<file path="src/rtl/pacer_pkg.sv">
package pacer_pkg;
  localparam int NUM_CH = 2;
  localparam int CH_ACT = 0;
  localparam int CH_RCT = 1;

  typedef enum logic [1:0] {
    TX_SRC_DATA = 2'd0,
    TX_SRC_ACT  = 2'd1,
    TX_SRC_RCT  = 2'd2,
    TX_SRC_IDLE = 2'd3
  } tx_src_e;
endpackage

</file>
<file path="src/rtl/pacer_fifo.sv">
module pacer_fifo #(
  parameter int DEPTH = 8,
  parameter int WIDTH = 1
) (
  input  logic             clk,
  input  logic             rst,
  input  logic             flush,
  input  logic             push,
  input  logic [WIDTH-1:0] din,
  input  logic             pop,
  output logic [WIDTH-1:0] dout,
  output logic             empty,
  output logic             full
);
  localparam int AW = (DEPTH > 1) ? $clog2(DEPTH) : 1;
  localparam int CW = AW + 1;
  localparam logic [AW-1:0] LAST = AW'(DEPTH - 1);

  logic [WIDTH-1:0] mem [DEPTH];
  logic [AW-1:0]    wr_ptr, rd_ptr;
  logic [CW-1:0]    count;
  logic             do_push, do_pop;

  assign do_push = push && (!full || pop);
  assign do_pop  = pop && !empty;
  assign empty   = (count == '0);
  assign full    = (count == CW'(DEPTH));
  assign dout    = mem[rd_ptr];

  // storage has no reset so it maps onto a RAM
  always_ff @(posedge clk) begin
    if (do_push) mem[wr_ptr] <= din;
  end

  always_ff @(posedge clk) begin
    if (rst || flush) begin
      wr_ptr <= '0;
      rd_ptr <= '0;
      count  <= '0;
    end else begin
      if (do_push) wr_ptr <= (wr_ptr == LAST) ? '0 : wr_ptr + AW'(1);
      if (do_pop)  rd_ptr <= (rd_ptr == LAST) ? '0 : rd_ptr + AW'(1);
      if (do_push && !do_pop)      count <= count + CW'(1);
      else if (do_pop && !do_push) count <= count - CW'(1);
    end
  end
endmodule

</file>
<file path="src/rtl/pacer_timer.sv">
module pacer_timer #(
  parameter int IVW = 8
) (
  input  logic           clk,
  input  logic           rst,
  input  logic           restart,
  input  logic           load,
  input  logic [IVW-1:0] interval,
  output logic           ready
);
  localparam int CW = IVW + 2;

  logic [CW-1:0] cnt_q;
  logic [CW-1:0] reload;

  assign reload = {interval, 2'b00} - CW'(1);
  assign ready  = (cnt_q == '0);

  always_ff @(posedge clk) begin
    if (rst || restart)   cnt_q <= '0;
    else if (load)        cnt_q <= reload;
    else if (cnt_q != '0) cnt_q <= cnt_q - CW'(1);
  end
endmodule

</file>
<file path="src/rtl/pacer_limiter.sv">
module pacer_limiter #(
  parameter int MWW = 6
) (
  input  logic           clk,
  input  logic           rst,
  input  logic           apply,
  input  logic           lvl,
  input  logic [MWW-1:0] max_width,
  output logic           pulse_n
);
  localparam int CW = MWW + 2;

  logic [CW-1:0] run_q, run_inc, limit;

  assign limit   = CW'({max_width, 1'b1});
  // saturates one past the limit so the forced state holds
  assign run_inc = (run_q > limit) ? run_q : run_q + CW'(1);

  always_ff @(posedge clk) begin
    if (rst) begin
      run_q   <= '0;
      pulse_n <= 1'b1;
    end else if (apply) begin
      if (lvl) begin
        run_q   <= '0;
        pulse_n <= 1'b1;
      end else begin
        run_q   <= run_inc;
        pulse_n <= (run_inc > limit);
      end
    end
  end
endmodule

</file>
<file path="src/rtl/pacer_channel.sv">
module pacer_channel #(
  parameter int DEPTH = 8,
  parameter int IVW   = 8,
  parameter int MWW   = 6
) (
  input  logic           clk,
  input  logic           rst,
  input  logic           frame_sync,
  input  logic           upd_vld,
  input  logic           upd_lvl,
  input  logic [IVW-1:0] interval,
  input  logic [MWW-1:0] max_width,
  output logic           pulse_n,
  output logic           ovf
);
  logic bypass, q_empty, q_full, q_dout, release_q, ready;
  logic apply, apply_lvl;

  assign bypass    = (interval == '0);
  assign release_q = ready && !q_empty && !bypass;
  assign apply     = bypass ? upd_vld : release_q;
  assign apply_lvl = bypass ? upd_lvl : q_dout;

  pacer_fifo #(.DEPTH(DEPTH), .WIDTH(1)) fifo_i (
    .clk   (clk),
    .rst   (rst),
    .flush (bypass),
    .push  (upd_vld && !bypass),
    .din   (upd_lvl),
    .pop   (release_q),
    .dout  (q_dout),
    .empty (q_empty),
    .full  (q_full)
  );

  pacer_timer #(.IVW(IVW)) timer_i (
    .clk      (clk),
    .rst      (rst),
    .restart  (frame_sync),
    .load     (release_q),
    .interval (interval),
    .ready    (ready)
  );

  pacer_limiter #(.MWW(MWW)) lim_i (
    .clk       (clk),
    .rst       (rst),
    .apply     (apply),
    .lvl       (apply_lvl),
    .max_width (max_width),
    .pulse_n   (pulse_n)
  );

  always_ff @(posedge clk) begin
    if (rst) ovf <= 1'b0;
    else if (upd_vld && !bypass && q_full && !release_q) ovf <= 1'b1;
  end
endmodule

</file>
<file path="src/rtl/pulse_pacer_top.sv">
module pulse_pacer_top
  import pacer_pkg::*;
#(
  parameter int DEPTH = 8,
  parameter int IVW   = 8,
  parameter int MWW   = 6
) (
  input  logic           clk,
  input  logic           rst,
  input  logic           frame_sync,
  input  logic           act_upd_vld,
  input  logic           act_upd_lvl,
  input  logic           rct_upd_vld,
  input  logic           rct_upd_lvl,
  input  logic [IVW-1:0] interval,
  input  logic [MWW-1:0] max_width,
  input  logic [1:0]     tx_sel,
  input  logic           tx_data,
  output logic           act_pulse_n,
  output logic           rct_pulse_n,
  output logic           opt_tx,
  output logic           act_ovf,
  output logic           rct_ovf
);
  logic [NUM_CH-1:0] vld, lvl, pulse, ovf;

  assign vld[CH_ACT] = act_upd_vld;
  assign lvl[CH_ACT] = act_upd_lvl;
  assign vld[CH_RCT] = rct_upd_vld;
  assign lvl[CH_RCT] = rct_upd_lvl;

  for (genvar c = 0; c < NUM_CH; c++) begin : g_ch
    pacer_channel #(.DEPTH(DEPTH), .IVW(IVW), .MWW(MWW)) ch_i (
      .clk        (clk),
      .rst        (rst),
      .frame_sync (frame_sync),
      .upd_vld    (vld[c]),
      .upd_lvl    (lvl[c]),
      .interval   (interval),
      .max_width  (max_width),
      .pulse_n    (pulse[c]),
      .ovf        (ovf[c])
    );
  end

  assign act_pulse_n = pulse[CH_ACT];
  assign rct_pulse_n = pulse[CH_RCT];
  assign act_ovf     = ovf[CH_ACT];
  assign rct_ovf     = ovf[CH_RCT];

  always_ff @(posedge clk) begin
    if (rst) opt_tx <= 1'b1;
    else begin
      case (tx_src_e'(tx_sel))
        TX_SRC_DATA: opt_tx <= tx_data;
        TX_SRC_ACT:  opt_tx <= pulse[CH_ACT];
        TX_SRC_RCT:  opt_tx <= pulse[CH_RCT];
        default:     opt_tx <= 1'b1;
      endcase
    end
  end
endmodule

</file>
<file path="config.mk">
export PLATFORM = sky130hd
export DESIGN_NAME = pulse_pacer_top
export DESIGN_NICKNAME = d
export VERILOG_FILES = /design/src/rtl/pacer_pkg.sv /design/src/rtl/pacer_fifo.sv /design/src/rtl/pacer_timer.sv /design/src/rtl/pacer_limiter.sv /design/src/rtl/pacer_channel.sv /design/src/rtl/pulse_pacer_top.sv
export SDC_FILE = /design/constraint.sdc
export NUM_CORES = 1
export LEC_CHECK = 0
export CAP_MARGIN = 5
export CELL_PAD_IN_SITES_DETAIL_PLACEMENT = 0
export CELL_PAD_IN_SITES_GLOBAL_PLACEMENT = 2
export CORE_MARGIN = 1
export CORE_UTILIZATION = 28
export DETAILED_ROUTE_END_ITERATION = 8
export PLACE_DENSITY = 0.72
export REMOVE_ABC_BUFFERS = 1
export SLEW_MARGIN = 10
export SYNTH_ARGS = -nofsm -noshare
export SYNTH_HDL_FRONTEND = slang
export SYNTH_SLANG_ARGS = --single-unit
</file>
<file path="constraint.sdc">
create_clock -name clk -period 7.5 [get_ports clk]
set_clock_uncertainty 0.1 [all_clocks]
set_input_delay 1.5 -clock clk [delete_from_list [all_inputs] [get_ports clk]]
set_output_delay 1.5 -clock clk [all_outputs]
set_load 0.02 [all_outputs]
</file>
* Yosys cells after proc, flatten, opt, wreduce, memory -nomap -nowiden
Memory sizes are Yosys's and may differ from the RTL's. A register that Yosys moved wholly into a read port is not among the register bits.
Index checks and enable logic that the tools add are counted.
** Word-level totals
- Register bits after elaboration :: 61
- Bits in latches :: 0
- Memory bits (writable) :: 16
- Memory bits (read-only) :: 0
- Output and inout bits :: 5
- Memories kept :: 2
** Operators by class
- $add $sub $neg :: 13
- Multiply operators :: 0
- Divide/modulo/power cells :: 0
- Order comparisons :: 4
- Equality and inequality tests :: 8
- Shifts and indexed selects :: 0
- Mux-type cells :: 31
- Bitwise logic cells :: 0
- Reductions and logical operators :: 45
** Memories
- g_ch[0].ch_i.fifo_i.mem :: depth 8, width 1, read ports 1, clocked after memory_dff 1, wr ports 1, RTL line pacer_fifo.sv:19 : logic [WIDTH-1:0] mem [DEPTH];
- g_ch[1].ch_i.fifo_i.mem :: depth 8, width 1, read ports 1, clocked after memory_dff 1, wr ports 1, RTL line pacer_fifo.sv:19
** Operator list (number)
- 10-bit 2-to-1 mux :: 4
- 8-bit by 7-bit greater-than comparator with 1-bit output :: 4
- 8-bit 2-to-1 mux :: 4
- 10-bit by 1-bit subtractor with 10-bit output (second input constant) :: 3
- 3-bit 2-to-1 mux :: 8
- 10-bit zero test :: 2
- 10-bit nonzero test :: 2
- 1-bit logical AND :: 18
- 8-bit by 1-bit adder with 8-bit output (second input constant) :: 2
- 4-bit 2-to-1 mux :: 4
- 3-bit by 1-bit adder with 3-bit output (second input constant) :: 4
- 3-bit == test (second input constant) :: 4
- 1-bit zero test :: 11
- 1-bit 2-to-1 mux :: 10
- 4-bit by 1-bit adder with 4-bit output (second input constant) :: 2
- 4-bit == test (second input constant) :: 2
- 4-bit zero test :: 2
- 8-bit zero test :: 1
- 2-bit nonzero test :: 4
- 4-bit by 1-bit subtractor with 4-bit output (second input constant) :: 2
- 1-bit logical OR :: 4
- 1-bit one-hot mux with 3 select lines :: 1
- 2-bit by 1-bit == test with 1-bit output (second input constant) :: 1
- 2-bit == test (second input constant) :: 1
- 2-bit zero test :: 1

* Longest topological paths before layout
Gate-level depths: netlist (run 1).
- Depth in word-level cells :: 10
- Gate-level depth with buffers :: 15
- Depth with buffers taken out :: 15

* Modules after synthesis
From an unflattened synthesis (run 1), not the netlist that was laid out.
** Second synthesis, totals
- Cells, all modules :: 603
- Area, all modules :: 5514.0 um^2
** Modules (own cells, without submodules)
- pacer_fifo :: times used 2, cells each 87, area each 997.2 um^2, seq. area each 500.5 um^2
- pacer_limiter :: times used 2, cells each 118, area each 940.9 um^2, seq. area each 180.2 um^2
- pacer_timer :: times used 2, cells each 80, area each 685.7 um^2, seq. area each 200.2 um^2
- pacer_channel :: times used 2, cells each 14, area each 106.4 um^2, seq. area each 20.0 um^2
- pulse_pacer_top :: times used 1, cells each 5, area each 53.8 um^2, seq. area each 20.0 um^2

* Worst setup path after synthesis (run 1)
OpenSTA, ideal clock, no wires.
- Path kind :: input-to-reg
- From :: input port max_width[4]
- To :: register g_ch[1].ch_i.lim_i.pulse_n
- Arrival :: 3.983 ns
- Required time :: 7.267 ns
- Path slack :: 3.285 ns
- Cell stages on the path :: 14
- Cell sequence :: inv_1 ha_1 a21o_1 a211o_1 o2bb2ai_1 clkbuf_1 a21oi_1 or2_2 ha_1 nand3_1 o22ai_1 o21a_1 o32ai_1 a31oi_1
** On the way
- Cells in the longest elaborated chain, start to end :: 4
** RTL lines
- start, declared :: RTL line pulse_pacer_top.sv:16 : input logic [MWW-1:0] max_width,
- 8-bit by 7-bit greater-than comparator with 1-bit output :: RTL line pacer_limiter.sv:17 : assign run_inc = (run_q > limit) ? run_q : run_q + CW'(1);
- 8-bit 2-to-1 mux :: RTL line pacer_limiter.sv:17
- 8-bit by 7-bit greater-than comparator with 1-bit output (*) :: RTL line pacer_limiter.sv:29 : pulse_n <= (run_inc > limit);
- 1-bit 2-to-1 mux (*) :: RTL line pacer_limiter.sv:24 : if (lvl) begin
- end signal, assigned :: RTL line pacer_limiter.sv:29
- end, declared :: RTL line pacer_limiter.sv:9 : output logic pulse_n
Mark *: on every way between the ends. The rest lies on a longest branch, timed or not.
A chain may end at the register's enable or synchronous reset.

* Worst setup path in the final report (run 1)
Ends and elaborated chain as after synthesis.

==> results of run 1 <==
[sequential cells by signal (all words and copies together), names as in the netlist, 2 cells and up, named ones only]
name and flops:
g_ch.ch_i.lim_i.run_q 16, g_ch.ch_i.fifo_i.mem 16, g_ch.ch_i.fifo_i.rd_ptr 6, g_ch.ch_i.lim_i.pulse_n 2
g_ch.ch_i.timer_i.cnt_q 20, g_ch.ch_i.ovf 2, g_ch.ch_i.fifo_i.count 8, g_ch.ch_i.fifo_i.wr_ptr 6
[layer usage]
layer,vias to the layer above,global-route usage [%]
met2,38,21.8
li1,2045,-
met1,1928,18.2
met3,11,2.10
met4,0,6.30
met5,-,0
[worst min-delay path by stage]
stage	cells past startpoint	end	slack [ns]	startpoint
3_3_place_gp	1	g_ch[0].ch_i.ovf$_SDFFE_PP0P_	0.37	g_ch[0].ch_i.ovf$_SDFFE_PP0P_
2_1_floorplan	2	g_ch[1].ch_i.lim_i.run_q[5]$_SDFFE_PP0P_	0.34	g_ch[1].ch_i.lim_i.run_q[5]$_SDFFE_PP0P_
6_report	1	g_ch[0].ch_i.ovf$_SDFFE_PP0P_	0.38	g_ch[0].ch_i.ovf$_SDFFE_PP0P_
4_1_cts	1	g_ch[0].ch_i.ovf$_SDFFE_PP0P_	0.39	g_ch[0].ch_i.ovf$_SDFFE_PP0P_
5_1_grt	1	g_ch[0].ch_i.ovf$_SDFFE_PP0P_	0.42	g_ch[0].ch_i.ovf$_SDFFE_PP0P_
3_5_place_dp	1	g_ch[0].ch_i.ovf$_SDFFE_PP0P_	0.37	g_ch[0].ch_i.ovf$_SDFFE_PP0P_
[synthesized netlist by cell type, drive strengths merged, types with 5 or more instances]
cell type / number / area (um^2)
a31oi: 10 / 62.6
xor2: 11 / 96.3
or4: 5 / 45.0
ha: 46 / 576
a21oi: 49 / 245
nand2b: 7 / 43.8
clkbuf: 8 / 30.0
o21ai: 15 / 75.1
mux2i: 10 / 100
nor3: 18 / 111
nor4: 15 / 121
nor4b: 6 / 58.8
dfxtp: 67 / 1340
nor2: 48 / 188
buf: 6 / 36.3
edfxtp: 16 / 480
nor3b: 8 / 60.1
nand4: 9 / 56.3
inv: 26 / 97.6
nand3: 16 / 80.1
xnor2: 19 / 166
nand3b: 6 / 45.0
nand2: 45 / 169
or3: 7 / 43.8
[layout make-up]
cell class                      instances  area [um^2]
Fill cell                            1772        11500
Clock buffer                           10          229
Clock inverter                          6         91.3
Sequential cell                        83         1820
Multi-Input combinational cell        416         2960
Inverter                               26         97.6
Timing Repair Buffer                   28          280
Tap cell                              225          282
[metrics by stage]
stage          utilization [%]  hold WS, ns  instance area (um^2)  cells  worst slack (ns)
2_1_floorplan                -        0.344                  4880    525              3.22
3_3_place_gp              31.5        0.366                  5440    778              2.47
3_5_place_dp              31.5        0.371                  5440    778              2.36
4_1_cts                   33.4        0.389                  5760    794              2.73
5_1_grt                   33.4        0.415                  5760    794              2.40
6_report                  33.4        0.385                  5760    794              2.73
[logic make-up after synthesis]
family | count (synthesis) | share of synthesized area (%)
compound gates | 113 | 14.1
mux | 18 | 4.76
flops | 83 | 36.9
buf+inv | 40 | 3.32
simple gates | 207 | 23.2
fa+ha+maj | 48 | 12.5
xor+xnor | 30 | 5.32
[power by group through the flow]
| stage | registers (W) | logic [W] | clock network, W |
|---|---|---|---|
| 2_1_floorplan | 0.000657 | 0.000835 | 0 |
| 3_3_place_gp | 0.000673 | 0.00106 | 0 |
| 3_5_place_dp | 0.000674 | 0.00108 | 0 |
| 4_1_cts | 0.000667 | 0.00109 | 0.000501 |
| 5_1_grt | 0.000686 | 0.00123 | 0.000517 |
| 6_report | 0.000667 | 0.00108 | 0.000485 |
[layout by cell type (no fill, tap or decap), types with 4 or more instances in the layout]
master	count
dfxtp_1	67
a21oi_1	49
nor2_1	47
ha_1	46
nand2_1	45
clkdlybuf4s50_1	28
inv_1	26
xnor2_1	19
nand3_1	16
edfxtp_1	16
nor3_1	15
o21ai_0	12
nor4_1	12
xor2_1	11
mux2i_1	10
a31oi_1	10
nand4_1	9
clkbuf_16	9
nor3b_1	8
nand2b_1	7
or3_1	7
nand3b_1	6
nor4b_1	5
o21a_1	4
mux4_2	4
a211oi_1	4
mux2_2	4
a21o_1	4
a22oi_1	4
and2_1	4
[worst max-delay path, stage by stage]
cell	delay [ns]
clkdlybuf4s50_1	0.46
inv_1	0.09
ha_1	0.33
a21o_1	0.18
a211o_1	0.30
o2bb2ai_1	0.61
a21oi_1	0.17
or2_2	0.33
ha_1	0.29
nand3_1	0.11
o22ai_1	0.09
o21a_1	0.17
o32ai_1	0.13
a31oi_1	0.12
==> reports/results.ini, run 1 <==
[outcome]
outcome = complete, no violations

[sta]
finalSetupTns_ns = 0
layout_min_cycle_time_ns = 4.77
rsz0062_at_grt = no
final-setup-viol-count = 0
worst_pin_slew_ns = 1.01
max_freq_ghz = 0.210
timing.final.crit_share_pct = 63.6
slew_viol_final = 0
hold_viol = 0
slew_headroom_pct = 32.7

[final_layout]
antenna_cells = 0
nets = 636
area_growth_pct = 16.5
post_route_cells_drive_above_1_share_pct = 6.85

[drt]
wl_met3_um = 259
first_pass_iters = 4
wl_per_cell_um = 14.6
routed.top_layer = met4
vias = 4022
final_antenna_net_count = 0
met2_wirelength_um = 5350
m1WireLength_um = 5840
drc_errors = 0
routed_wl_um = 11600
drt_iter0_drc = 225
drt-vias-per-instance = 5.07

[power]
pwr-share-comb_pct = 48.3
p_sw_w = 0.000919
p_per_area_mw_per_mm2 = 387
internal_power_w = 0.00131
seqPwrFrac_pct = 29.9
power.leakage_nw = 2.21
irDropWorstVdd_mv = 0.289
power_w = 0.00223
swShare_pct = 41.2
power_frac_clock_pct = 21.7

[die]
num_rows = 48
die_w_um = 135
chipHeight_um = 135
initial_core_util_pct = 28.7
dieArea_mm2 = 0.0182
ios = 29
coreArea_mm2 = 0.0172

[synth]
netlist_area_mm2 = 0.00494
seq_area_frac_synth_pct = 36.9
syn_inst = 539
async_reset_ff_share_pct = 0
synth_cell_type_count = 64
synth-main-ff-cell = dfxtp_1
synth.avg_cell_area_um2 = 9.17
yosys_warnings = 0
synth-seq-cells = 83
synth_edf_count = 16

[critical_path]
worstSetupStartpoint = max_width[4]
crit_type = in2reg
rr_endpoint = g_ch[0].ch_i.fifo_i.count[3]$_SDFFE_PP0P_
r2r_start = g_ch[0].ch_i.timer_i.cnt_q[0]$_SDFFE_PP0P_
crit_fanout = 11
endpoint = g_ch[1].ch_i.lim_i.pulse_n$_SDFFE_PP1P_
worstRegToRegCells = 14
endpoint_kind = flop
critPathLaunchType = primary input
arrival_ns = 4.87
ff2ff_setup_slack_ns = 3.67
critPathRequiredTime_ns = 7.60

[clocking]
cts_root_buffer = clkbuf_16
clock_latency_ns = 0.34
clockBufferDepth = 2
numCtsBuffers = 9
cts_tree = done
hold_buffers = 0
post_cts_resized = 0
clk_pin_slew_ns = 0.07
post_cts_buffers = 0
h-tree-depth = 3
cts_num_sinks = 83

[place]
dpl.hpwl_um = 8840
gp_congestion = 0.810
io_buffers = 28

[global_route]
overflow = 0
grt_max_degree = 21
grt_pass1_vias = 3817
antenna_found_initial = 0
grt_usage_pct = 13.7
grt_pass1_wl_um = 19200

[flow_run]
drv_cap = 0

[worst_hold_path]
hold_class = reg2reg

(Power assumes the default switching activity.)
==> run 2: changes to the inputs <==
==> constraint.sdc (replaced) <==
create_clock -name clk -period 4.65 [get_ports clk]
set_clock_uncertainty 0.1 [all_clocks]
set_input_delay 0.93 -clock clk [delete_from_list [all_inputs] [get_ports clk]]
set_output_delay 0.93 -clock clk [all_outputs]
set_load 0.02 [all_outputs]
==> run 2 against run 1 <==
- clock power grew 73%
- via count shrank 0.20%
- cell count grew 0.63%
- critical path depth shrank 1
- register-to-register slack lost 2.7 ns
- final area grew 1.2%
- die area is the same
- critical endpoint is now g_ch[1].ch_i.fifo_i.count[3]$_SDFFE_PP0P_
==> reports/results.ini, run 2 (synthesized netlist as in run 1, its figures left out) <==
[sta]
timing.final.crit_share_pct = 89.3
slew_headroom_pct = 37.5
rsz0062_at_grt = no
hold_viol = 0
hold_slack_ns = 0.381
slew_viol_final = 0
layout_min_cycle_time_ns = 4.15
final-setup-viol-count = 0
max_freq_ghz = 0.241
finalSetupTns_ns = 0
worst_pin_slew_ns = 0.929

[clocking]
clock_latency_ns = 0.34
post_cts_buffers = 0
cts_num_sinks = 83
hold_buffers = 0
post_cts_resized = 0
cts_tree = done
numCtsBuffers = 9
clockBufferDepth = 2
cts_root_buffer = clkbuf_16
clk_pin_slew_ns = 0.06
h-tree-depth = 3

[critical_path]
crit_fanout = 10
crit_type = in2reg
endpoint_kind = flop
critPathLaunchType = primary input
critPathRequiredTime_ns = 4.81
arrival_ns = 4.31

[place]
io_buffers = 28
dpl.hpwl_um = 8920
gp_congestion = 0.806
dpl-instance-area_mm2 = 0.00548

[power]
power.leakage_nw = 2.27
p_per_area_mw_per_mm2 = 627
irDropWorstVdd_mv = 0.510
power_w = 0.00365

[die]
ios = 29
die_w_um = 135
initial_core_util_pct = 28.7
chipHeight_um = 135
coreArea_mm2 = 0.0172
dieArea_mm2 = 0.0182
num_rows = 48

[final_layout]
mostFrequentLayoutCell = dfxtp_1
final_util_pct = 33.8
finalInstanceArea_mm2 = 0.00583
post_route_cells_drive_above_1_share_pct = 7.67
top_register = g_ch.ch_i.timer_i.cnt_q
final_cell_mix = dfxtp_1 (67), a21oi_1 (49), nor2_1 (47), ha_1 (46), nand2_1 (45)
area_growth_pct = 17.9
largest_reg_flops = 20
nets = 641
antenna_cells = 0
reg_top3 = g_ch.ch_i.timer_i.cnt_q x20, g_ch.ch_i.fifo_i.mem x16, g_ch.ch_i.lim_i.run_q x16
fillCellCount = 1797

[global_route]
antenna_found_initial = 0
grt_pass1_vias = 3890
overflow = 0
grt_max_degree = 21
grt_usage_pct = 13.9
grt_pass1_wl_um = 19600

[worst_hold_path]
hold_class = reg2reg

[drt]
final_antenna_net_count = 0
wl_per_cell_um = 14.5
drt-vias-per-instance = 5.02
routed_wl_um = 11600
drt_iter0_drc = 163
vias = 4014
drc_errors = 0
first_pass_iters = 4

[outcome]
outcome = complete, no violations

[flow_run]
drv_cap = 0

## run 2: changes by cell type in the layout (fill, tap and decap cells not counted), sizes merged
cell      change
buf           +5
bufinv        +1
clkbuf        +1
clkinv        +1
clkinvlp      -3
## run 2: power breakdown
group	internal, W	switching (W)
combinational	0.000746	0.000990
sequential	0.000900	0.000178
clock	0.000551	0.000289
total	0.00220	0.00146
## run 2: path summary, 6_finish.rpt
| path | slack [ns] | from | end | cells after the start |
|---|---|---|---|---|
| setup / recovery | 0.50 | interval[2] | g_ch[1].ch_i.fifo_i.count[3]$_SDFFE_PP0P_ | 13 |
| hold / removal | 0.38 | g_ch[1].ch_i.ovf$_SDFFE_PP0P_ | g_ch[1].ch_i.ovf$_SDFFE_PP0P_ | 2 |
| setup reg to reg | 0.93 | g_ch[0].ch_i.timer_i.cnt_q[3]$_SDFFE_PP0P_ | g_ch[0].ch_i.fifo_i.count[3]$_SDFFE_PP0P_ | 12 |
| hold reg to reg | 0.38 | g_ch[1].ch_i.ovf$_SDFFE_PP0P_ | g_ch[1].ch_i.ovf$_SDFFE_PP0P_ | 2 |
## run 2: per-stage QoR
stage	setup slack, ns	instances
2_1_floorplan	0.939	525
3_3_place_gp	0.294	783
3_5_place_dp	0.140	783
4_1_cts	0.497	799
5_1_grt	0.264	799
6_report	0.498	799
## run 2: critical path, cell delays in order
cell	delay [ns]
clkdlybuf4s50_1	0.52
nor4_1	0.54
nand3_1	0.39
o211ai_2	0.28
inv_1	0.15
ha_1	0.25
inv_1	0.12
ha_1	0.25
a21o_1	0.17
a21oi_1	0.16
xnor2_1	0.09
or3_1	0.31
a21oi_1	0.14
## run 2: area by class of cell
| type | instances | area [um^2] | area share (%) |
|---|---|---|---|
| multi-input combinational | 416 | 2960 | 50.7 |
| inverter | 26 | 97.6 | 1.67 |
| clock buffer | 11 | 253 | 4.34 |
| sequential | 83 | 1820 | 31.3 |
| tap | 225 | 282 | 4.83 |
| timing repair buffer | 33 | 318 | 5.45 |
| clock inverter | 5 | 98.8 | 1.70 |
## run 2: per-layer routing
layer | global-route usage [%] | wire (um) | vias up
li1 | - | - | 2045
met1 | 18.1 | 5770 | 1905
met2 | 22.3 | 5290 | 52
met3 | 2.21 | 304 | 12
met4 | 6.74 | 232 | 0
met5 | 0 | 0 | -
